===== config.mk =====
export PLATFORM = sky130hd
export DESIGN_NAME = dbg_trace_unit
export DESIGN_NICKNAME = d
export VERILOG_FILES = /design/src/rtl/dbg_pkg.sv /design/src/rtl/dbg_cmp.sv /design/src/rtl/dbg_ctl.sv /design/src/rtl/dbg_fifo.sv /design/src/rtl/dbg_brk.sv /design/src/rtl/dbg_trace_unit.sv
export SDC_FILE = /design/constraint.sdc
export NUM_CORES = 1
export LEC_CHECK = 0
export BUFFER_PORTS_ARGS = -buffer_cell sky130_fd_sc_hd__clkbuf_2
export CAP_MARGIN = 30
export CORE_AREA = 3 3 119 236
export DETAILED_ROUTE_END_ITERATION = 8
export DIE_AREA = 0 0 122 239
export PLACE_DENSITY = 0.53
export SYNTH_ARGS = -nofsm -noshare
export SYNTH_HDL_FRONTEND = slang
export SYNTH_SLANG_ARGS = --single-unit

===== constraint.sdc =====
create_clock -name clk -period 2.95 [get_ports clk]
set_input_delay 0.4425 -clock clk [delete_from_list [all_inputs] [get_ports clk]]
set_output_delay 0.4425 -clock clk [all_outputs]
set_load 0.005 [all_outputs]

===== src/rtl/dbg_pkg.sv =====
package dbg_pkg;
  typedef enum logic [3:0] {
    MD_A        = 4'd0,
    MD_A_OR_B   = 4'd1,
    MD_A_THEN_B = 4'd2,
    MD_A_AND_D  = 4'd3,
    MD_A_NOT_D  = 4'd4,
    MD_EV_B     = 4'd5,
    MD_A_THEN_EV= 4'd6,
    MD_IN_RNG   = 4'd7,
    MD_OUT_RNG  = 4'd8
  } trig_mode_e;
endpackage


===== src/rtl/dbg_cmp.sv =====
module dbg_cmp #(
  parameter int AW = 16,
  parameter int DW = 8
) (
  input  logic          bus_valid,
  input  logic [AW-1:0] bus_addr,
  input  logic [DW-1:0] bus_data,
  input  logic          bus_rd,
  input  logic [AW-1:0] a_addr,
  input  logic          a_dir_en,
  input  logic          a_dir,
  input  logic [AW-1:0] b_addr,
  input  logic          b_dir_en,
  input  logic          b_dir,
  input  logic [DW-1:0] b_data,
  output logic          a_hit,
  output logic          b_hit,
  output logic          d_eq,
  output logic          in_rng,
  output logic          out_rng
);
  logic a_dir_ok, b_dir_ok;

  always_comb begin
    a_dir_ok = !a_dir_en || (bus_rd == a_dir);
    b_dir_ok = !b_dir_en || (bus_rd == b_dir);
    a_hit    = bus_valid && (bus_addr == a_addr) && a_dir_ok;
    b_hit    = bus_valid && (bus_addr == b_addr) && b_dir_ok;
    d_eq     = (bus_data == b_data);
    in_rng   = bus_valid && (bus_addr >= a_addr) && (bus_addr <= b_addr);
    out_rng  = bus_valid && ((bus_addr < a_addr) || (bus_addr > b_addr));
  end
endmodule


===== src/rtl/dbg_ctl.sv =====
module dbg_ctl
  import dbg_pkg::*;
#(
  parameter int AW = 16,
  parameter int DW = 8
) (
  input  logic          clk,
  input  logic          rst_n,
  input  logic [3:0]    mode_i,
  input  logic          arm,
  input  logic          disarm,
  input  logic          bus_valid,
  input  logic          bus_cof,
  input  logic [AW-1:0] bus_addr,
  input  logic [DW-1:0] bus_data,
  input  logic          a_hit,
  input  logic          b_hit,
  input  logic          d_eq,
  input  logic          in_rng,
  input  logic          out_rng,
  output logic          push,
  output logic [AW-1:0] push_data,
  output logic          first_trig,
  output logic          armed_q,
  output logic          trig_q
);
  trig_mode_e mode;
  logic seq_q, seq_d, armed_d, trig_d;
  logic hit_now, ev, ev_mode, seq_mode, hit;

  always_comb begin
    mode     = trig_mode_e'(mode_i);
    hit_now  = 1'b0;
    ev       = 1'b0;
    ev_mode  = (mode == MD_EV_B) || (mode == MD_A_THEN_EV);
    seq_mode = (mode == MD_A_THEN_B) || (mode == MD_A_THEN_EV);
    case (mode)
      MD_A:         hit_now = a_hit;
      MD_A_OR_B:    hit_now = a_hit || b_hit;
      MD_A_THEN_B:  hit_now = seq_q && b_hit;
      MD_A_AND_D:   hit_now = a_hit && d_eq;
      MD_A_NOT_D:   hit_now = a_hit && !d_eq;
      MD_EV_B:      ev      = b_hit;
      MD_A_THEN_EV: ev      = seq_q && b_hit;
      MD_IN_RNG:    hit_now = in_rng;
      MD_OUT_RNG:   hit_now = out_rng;
      default:      hit_now = 1'b0;
    endcase
    hit        = hit_now || ev;
    first_trig = armed_q && hit && !trig_q;
    push       = armed_q && (ev_mode ? ev : (bus_valid && bus_cof && (trig_q || hit_now)));
    push_data  = ev_mode ? {{(AW-DW){1'b0}}, bus_data} : bus_addr;

    armed_d = armed_q;
    if (arm)         armed_d = 1'b1;
    else if (disarm) armed_d = 1'b0;

    trig_d = trig_q;
    if (arm)                  trig_d = 1'b0;
    else if (armed_q && hit)  trig_d = 1'b1;

    seq_d = seq_q;
    if (arm || disarm)                        seq_d = 1'b0;
    else if (armed_q && seq_mode && a_hit)    seq_d = 1'b1;
  end

  always_ff @(posedge clk or negedge rst_n) begin
    if (!rst_n) begin
      armed_q <= 1'b0;
      trig_q  <= 1'b0;
      seq_q   <= 1'b0;
    end else begin
      armed_q <= armed_d;
      trig_q  <= trig_d;
      seq_q   <= seq_d;
    end
  end

  // the trigger flag can only rise while armed
  a_r2_trig_needs_arm: assert property (@(posedge clk) disable iff (!rst_n)
    $rose(trig_q) |-> $past(armed_q));
  // disarm always clears the sequencer
  a_r3_seq_cleared: assert property (@(posedge clk) disable iff (!rst_n)
    disarm |=> !seq_q);
endmodule


===== src/rtl/dbg_fifo.sv =====
module dbg_fifo #(
  parameter int W     = 16,
  parameter int DEPTH = 8,
  localparam int PW   = $clog2(DEPTH),
  localparam int CW   = $clog2(DEPTH + 1)
) (
  input  logic          clk,
  input  logic          rst_n,
  input  logic          flush,
  input  logic          push,
  input  logic [W-1:0]  pdata,
  input  logic          pop,
  output logic [W-1:0]  dout,
  output logic [CW-1:0] cnt,
  output logic          full
);
  logic [W-1:0]  mem [DEPTH];
  logic [PW-1:0] wr_q, rd_q, wr_d, rd_d;
  logic [CW-1:0] cnt_q, cnt_d;
  logic          do_push, do_pop;

  function automatic logic [PW-1:0] inc_ptr(input logic [PW-1:0] p);
    return (p == PW'(DEPTH - 1)) ? '0 : p + 1'b1;
  endfunction

  always_comb begin
    do_push = push && (cnt_q != CW'(DEPTH));
    do_pop  = pop && (cnt_q != '0);
    wr_d    = wr_q;
    rd_d    = rd_q;
    cnt_d   = cnt_q;
    if (flush) begin
      wr_d  = '0;
      rd_d  = '0;
      cnt_d = '0;
    end else begin
      if (do_push) wr_d = inc_ptr(wr_q);
      if (do_pop)  rd_d = inc_ptr(rd_q);
      if (do_push && !do_pop)      cnt_d = cnt_q + 1'b1;
      else if (do_pop && !do_push) cnt_d = cnt_q - 1'b1;
    end
  end

  always_ff @(posedge clk or negedge rst_n) begin
    if (!rst_n) begin
      wr_q  <= '0;
      rd_q  <= '0;
      cnt_q <= '0;
    end else begin
      wr_q  <= wr_d;
      rd_q  <= rd_d;
      cnt_q <= cnt_d;
    end
  end

  generate
    for (genvar i = 0; i < DEPTH; i++) begin : g_slot
      always_ff @(posedge clk) begin
        if (!flush && do_push && (wr_q == PW'(i))) mem[i] <= pdata;
      end
    end
  endgenerate

  assign dout = mem[rd_q];
  assign cnt  = cnt_q;
  assign full = (cnt_q == CW'(DEPTH));

  // occupancy never exceeds the depth
  a_r8_cnt_bound: assert property (@(posedge clk) disable iff (!rst_n)
    cnt_q <= CW'(DEPTH));
  // a full FIFO stays full without pop or flush
  a_r8_full_holds: assert property (@(posedge clk) disable iff (!rst_n)
    (full && !pop && !flush) |=> full);
endmodule


===== src/rtl/dbg_brk.sv =====
module dbg_brk #(
  parameter int AW = 16
) (
  input  logic          clk,
  input  logic          rst_n,
  input  logic          clear,
  input  logic          first_trig,
  input  logic          brk_en,
  input  logic          brk_tag,
  input  logic          bus_fetch,
  input  logic [AW-1:0] bus_addr,
  input  logic          exec_strobe,
  input  logic [AW-1:0] exec_addr,
  output logic          force_req,
  output logic          tag_req
);
  logic          pend_q, pend_d, force_q, force_d, tag_q, tag_d;
  logic [AW-1:0] tag_addr_q, tag_addr_d;
  logic          tag_ld, tag_fire;

  always_comb begin
    tag_ld     = brk_en && brk_tag && first_trig && bus_fetch;
    tag_fire   = pend_q && exec_strobe && (exec_addr == tag_addr_q);
    force_d    = brk_en && !brk_tag && first_trig;
    tag_d      = tag_fire && !clear;
    pend_d     = pend_q;
    tag_addr_d = tag_addr_q;
    if (clear)         pend_d = 1'b0;
    else if (tag_ld) begin
      pend_d     = 1'b1;
      tag_addr_d = bus_addr;
    end else if (tag_fire) pend_d = 1'b0;
  end

  always_ff @(posedge clk or negedge rst_n) begin
    if (!rst_n) begin
      pend_q     <= 1'b0;
      force_q    <= 1'b0;
      tag_q      <= 1'b0;
      tag_addr_q <= '0;
    end else begin
      pend_q     <= pend_d;
      force_q    <= force_d;
      tag_q      <= tag_d;
      if (tag_ld && !clear) tag_addr_q <= tag_addr_d;
    end
  end

  assign force_req = force_q;
  assign tag_req   = tag_q;

  // a force request is a single-cycle pulse
  a_r9_force_one_shot: assert property (@(posedge clk) disable iff (!rst_n)
    force_q |=> !force_q);
  // a tag request needs a pending tag in the prior cycle
  a_r10_tag_needs_pend: assert property (@(posedge clk) disable iff (!rst_n)
    tag_q |-> $past(pend_q));
endmodule


===== src/rtl/dbg_trace_unit.sv =====
module dbg_trace_unit #(
  parameter int AW    = 16,
  parameter int DW    = 8,
  parameter int DEPTH = 8,
  localparam int CW   = $clog2(DEPTH + 1)
) (
  input  logic          clk,
  input  logic          rst_n,
  input  logic          bus_valid,
  input  logic [AW-1:0] bus_addr,
  input  logic [DW-1:0] bus_data,
  input  logic          bus_rd,
  input  logic          bus_fetch,
  input  logic          bus_cof,
  input  logic          exec_strobe,
  input  logic [AW-1:0] exec_addr,
  input  logic [AW-1:0] cmp_a_addr,
  input  logic          cmp_a_dir_en,
  input  logic          cmp_a_dir,
  input  logic [AW-1:0] cmp_b_addr,
  input  logic          cmp_b_dir_en,
  input  logic          cmp_b_dir,
  input  logic [DW-1:0] cmp_b_data,
  input  logic [3:0]    trig_mode,
  input  logic          brk_en,
  input  logic          brk_tag,
  input  logic          arm,
  input  logic          disarm,
  input  logic          fifo_pop,
  output logic [AW-1:0] fifo_dout,
  output logic [CW-1:0] fifo_cnt,
  output logic          fifo_full,
  output logic          armed,
  output logic          trig_flag,
  output logic          brk_force_req,
  output logic          brk_tag_req
);
  logic [1:0]    rst_sync;
  logic          rst_i_n;
  logic          a_hit, b_hit, d_eq, in_rng, out_rng;
  logic          push, first_trig;
  logic [AW-1:0] push_data;

  always_ff @(posedge clk or negedge rst_n) begin
    if (!rst_n) rst_sync <= 2'b00;
    else        rst_sync <= {rst_sync[0], 1'b1};
  end
  assign rst_i_n = rst_sync[1];

  dbg_cmp #(.AW(AW), .DW(DW)) u_cmp (
    .bus_valid(bus_valid), .bus_addr(bus_addr), .bus_data(bus_data), .bus_rd(bus_rd),
    .a_addr(cmp_a_addr), .a_dir_en(cmp_a_dir_en), .a_dir(cmp_a_dir),
    .b_addr(cmp_b_addr), .b_dir_en(cmp_b_dir_en), .b_dir(cmp_b_dir), .b_data(cmp_b_data),
    .a_hit(a_hit), .b_hit(b_hit), .d_eq(d_eq), .in_rng(in_rng), .out_rng(out_rng)
  );

  dbg_ctl #(.AW(AW), .DW(DW)) u_ctl (
    .clk(clk), .rst_n(rst_i_n), .mode_i(trig_mode), .arm(arm), .disarm(disarm),
    .bus_valid(bus_valid), .bus_cof(bus_cof), .bus_addr(bus_addr), .bus_data(bus_data),
    .a_hit(a_hit), .b_hit(b_hit), .d_eq(d_eq), .in_rng(in_rng), .out_rng(out_rng),
    .push(push), .push_data(push_data), .first_trig(first_trig),
    .armed_q(armed), .trig_q(trig_flag)
  );

  dbg_fifo #(.W(AW), .DEPTH(DEPTH)) u_fifo (
    .clk(clk), .rst_n(rst_i_n), .flush(arm), .push(push), .pdata(push_data),
    .pop(fifo_pop), .dout(fifo_dout), .cnt(fifo_cnt), .full(fifo_full)
  );

  dbg_brk #(.AW(AW)) u_brk (
    .clk(clk), .rst_n(rst_i_n), .clear(arm || disarm), .first_trig(first_trig),
    .brk_en(brk_en), .brk_tag(brk_tag), .bus_fetch(bus_fetch), .bus_addr(bus_addr),
    .exec_strobe(exec_strobe), .exec_addr(exec_addr),
    .force_req(brk_force_req), .tag_req(brk_tag_req)
  );
endmodule


==> flow_summary_export.csv <==
group,metric,value,unit
run_status,status,"finished with violations",
run_status,violations,"setup timing",
global_route,antenna_found_initial,0,
route,drt-initial-drc-count,255,
setup_path,cp_common_cell,"buf_4",
sta,tightest_slew,0.639,ns
finish,final.fill_count,2405,
power_and_ir_drop,p_leak,0.00427,uW
setup_path,critPathBufInv,5,
logic_synthesis,yosys_warnings,0,
route,route.vias.total,5106,
floorplan,die_h,239,um
sta,min_period_over_period,104,%
route,wirelength,21.4,mm
global_route,grt.total_usage,15.0,%
setup_path,rr_worst_depth,10,
finish,regArea,4700,um^2
setup_path,r2r_slack,0.31,ns
setup_path,crit_path_max_fanout,3,
sta,maxSlewHeadroom,57.4,%
sta,fmax,0.325,GHz
setup_path,crit_slowest_cell,"or4_1",
floorplan,pin_count,125,
sta,hold_viol,0,
global_route,globalRouteMet3Util,2.77,%
logic_synthesis,synthFlopType,"edfxtp_1",
cts,cts.path.max_buffers,2,
cts,cts_tree,"yes",
hold_path,hp-class,"input pin to register",
global_route,grt_max_degree,33,
finish,instances_no_fill,1095,
logic_synthesis,synth_nets,667,
finish,multi_input_area,3310,um^2
setup_path,cp-end-kind,"register",
setup_path,worstSetupPathDepth,17,
finish,final_cell_area,10700,um^2
setup_path,crit_end,"u_fifo.cnt[2]$_DFFE_PN0P_",
setup_path,critPathTopFamily,"simple AND/OR/NAND/NOR gates",
global_route,gr-usage-met1,15.0,%
floorplan,die_x,122,um
sta,setup_slack,-0.128,ns
route,drcViolationCount,0,
placement,placed_cells,1049,
placement,pre_cts_ws,-1.19,ns
placement,hpwl,16.2,mm
global_route,grt_pass1_vias,5831,
placement,io_buffer_count,124,
logic_synthesis,synth-edff-count,128,
finish,areaGrowthSynthToFinish,35.5,%
sta,finalMaxSlewViolations,0,
logic_synthesis,syn_avg_cell_area,15.1,um^2
power_and_ir_drop,ir_drop,340,uV
setup_path,slowest_delay,0.46,ns
cts,cts_max_level,4,
cts,clk_pin_slew_worst_paths,0.07,ns
sta,min_period,3.08,ns
route,firstDrtPassIters,4,
global_route,busiest_layer,"met2",
placement,placed_cell_area,9750,um^2
floorplan,row_count,84,
cts,clock_latency,0.42,ns
floorplan,core,26400,um^2
finish,diodes,0,
global_route,grt_use_met2,28.8,%
setup_path,crit_arrival,3.44,ns
sta,finalClockSkew,0.00855,ns
logic_synthesis,yosysSeqAreaShare,59.4,%
setup_path,critPathLaunch,"bus_addr[11]",
finish,drive_above_1_share,48.9,%
logic_synthesis,synth_cells,524,
placement,place_congestion,0.845,
setup_path,crit_type,"input pin to register",
cts,numCtsBuffers,17,
run,drv_cap,0,
global_route,grt_pass1_wl,32.4,mm
cts,root_buffer,"clkbuf_16",
finish,post-route-util,40.6,%
floorplan,dieArea,29200,um^2
setup_path,r2r-end,"u_fifo.cnt[2]$_DFFE_PN0P_",
finish,num-nets-final,881,
power_and_ir_drop,p_per_area,567,nW/um^2
sta,tns,-4.60,ns
route,via_per_inst,4.66,
global_route,grt_overflow_total,0,
route,detail-route-antenna-nets,0,
setup_path,path_cells,"clkbuf_8 > ha_4 > nand4_1 > buf_4 > nor4_4 > buf_4 > buf_6 > nand4b_1 > buf_4 > nor2_4 > a211oi_2 > a31o_4 > nand2b_4 > ha_4 > xor2_1 > or4_1 > nand4_1",
sta,rsz0062_at_grt,"yes",
setup_path,cp.required,3.31,ns
setup_path,start_kind,"input pin",
route,detail_route.wl_per_cell,19.6,um
cts,cts.sinks,162,
logic_synthesis,syn-cell-area,7910,um^2
floorplan,initial_core_util,30.0,%
hold_path,min_from,"brk_tag",
logic_synthesis,synth_cell_type_count,52,
logic_synthesis,synth_seq_cells,162,
sta,finalSetupViolCount,116,
setup_path,reg2reg_from,"u_fifo.cnt[1]$_DFFE_PN0P_",
logic_synthesis,ys_async_sr_fraction,21.0,%
logic make-up after synthesis:
logic type	after synthesis	synth area share, %
xor+xnor	28	3.28
other cells	1	0.0474
compound gates	54	4.16
flops	162	59.4
mux	75	15.7
fa+ha+maj	43	6.90
buf+inv	59	3.10
simple gates	102	7.48
state kept, by name, summed over array words and instances (netlist names):
register and count:
rst_sync 2, u_brk.force_req 1, u_brk.pend_q 1, u_brk.tag_addr_q 16, u_brk.tag_req 1, u_ctl.armed_q 1, u_ctl.seq_q 1, u_ctl.trig_q 1
u_fifo.cnt 4, u_fifo.mem 128, u_fifo.rd_q 3, u_fifo.wr_q 3
how the worst min path moves through the flow:
stage | endpoint | slack (ns) | cells past startpoint
after floorplan | rst_sync[0]$_DFF_PN0_ | 0.15 | 0
after global placement | rst_sync[0]$_DFF_PN0_ | 0.23 | 1
after detailed placement | rst_sync[0]$_DFF_PN0_ | 0.23 | 1
after CTS | u_brk.force_req$_DFF_PN0_ | 0.16 | 2
after global routing | u_brk.force_req$_DFF_PN0_ | 0.17 | 2
final | u_brk.force_req$_DFF_PN0_ | 0.19 | 2
placed cells by master (no fill, tap or decap), types with 3 or more instances in the layout:
cell,instances
dfrtp_1,33
nor3_1,8
ha_4,14
nand3_1,6
mux4_2,32
and2_1,8
inv_1,33
a21oi_1,23
nor2_1,11
edfxtp_1,128
mux2_2,33
clkbuf_2,119
buf_4,65
clkinv_2,3
nor4_1,3
clkinv_4,4
clkbuf_8,3
nor2b_1,4
or4_4,3
nand2_1,18
and3_4,6
clkinvlp_4,3
clkbuf_16,20
inv_2,7
o21ai_1,3
nand4_1,14
mux2_4,10
xor2_1,3
ha_1,28
nand2b_1,3
buf_6,5
buf_12,14
o21bai_1,4
o21ai_0,6
a21o_1,5
xnor2_1,24
final cells by class:
cell class,count,area share (%)
sequential,162,43.9
timing repair buffer,210,14.4
clock inverter,15,1.26
clock buffer,17,3.97
inverter,42,1.57
tap,344,4.02
multi-input combinational,305,30.9
cells in the mapped netlist (6+ instances only):
library cell  instances  area [um^2]
o21ai_0               9         45.0
nand2_1              18         67.6
xnor2_1              24          210
and2_1               10         62.6
inv_1                42          158
mux2_4                9          135
ha_1                 42          526
nor3_1                8         40.0
edfxtp_1            128         3840
and3_1                6         37.5
a21oi_1              24          120
mux2_2               34          383
mux4_2               32          721
nor2_1               13         48.8
nand4_1              14         87.6
clkbuf_1             11         41.3
nand3_1               6         30.0
dfrtp_1              34          851
per-stage QoR:
stage / hold slack, ns / power, uW
4_1_cts: 0.165 / 6140
2_1_floorplan: 0.147 / 3470
5_1_grt: 0.168 / 6360
3_5_place_dp: 0.230 / 4010
3_3_place_gp: 0.230 / 3980
6_report: 0.186 / 6070
layer usage:
layer  up-vias  wire (um)  share of wire, %
met3        40        612               2.9
met1      2509       7180                34
li1       2430          -                 -
met5         -          0                 0
met2       127      12600                59
met4         0       1010               4.7
timing repair:
item                       CTS  global route
gates resized for setup     36             9
hold endpoints to repair     2             0
setup buffers                6             4
gates cloned                 0             4
setup endpoints to repair  152           150
hold buffers                 1             0
pin swaps                   24            15
report_power, final:
group	total, uW	switching [uW]	leakage, uW	internal (uW)
clock network	2080	911	0.000269	1170
logic	1370	622	0.00238	752
registers	2620	101	0.00161	2520
total	6070	1630	0.00427	4440
Note: power is estimated with default switching activity, not from simulation.
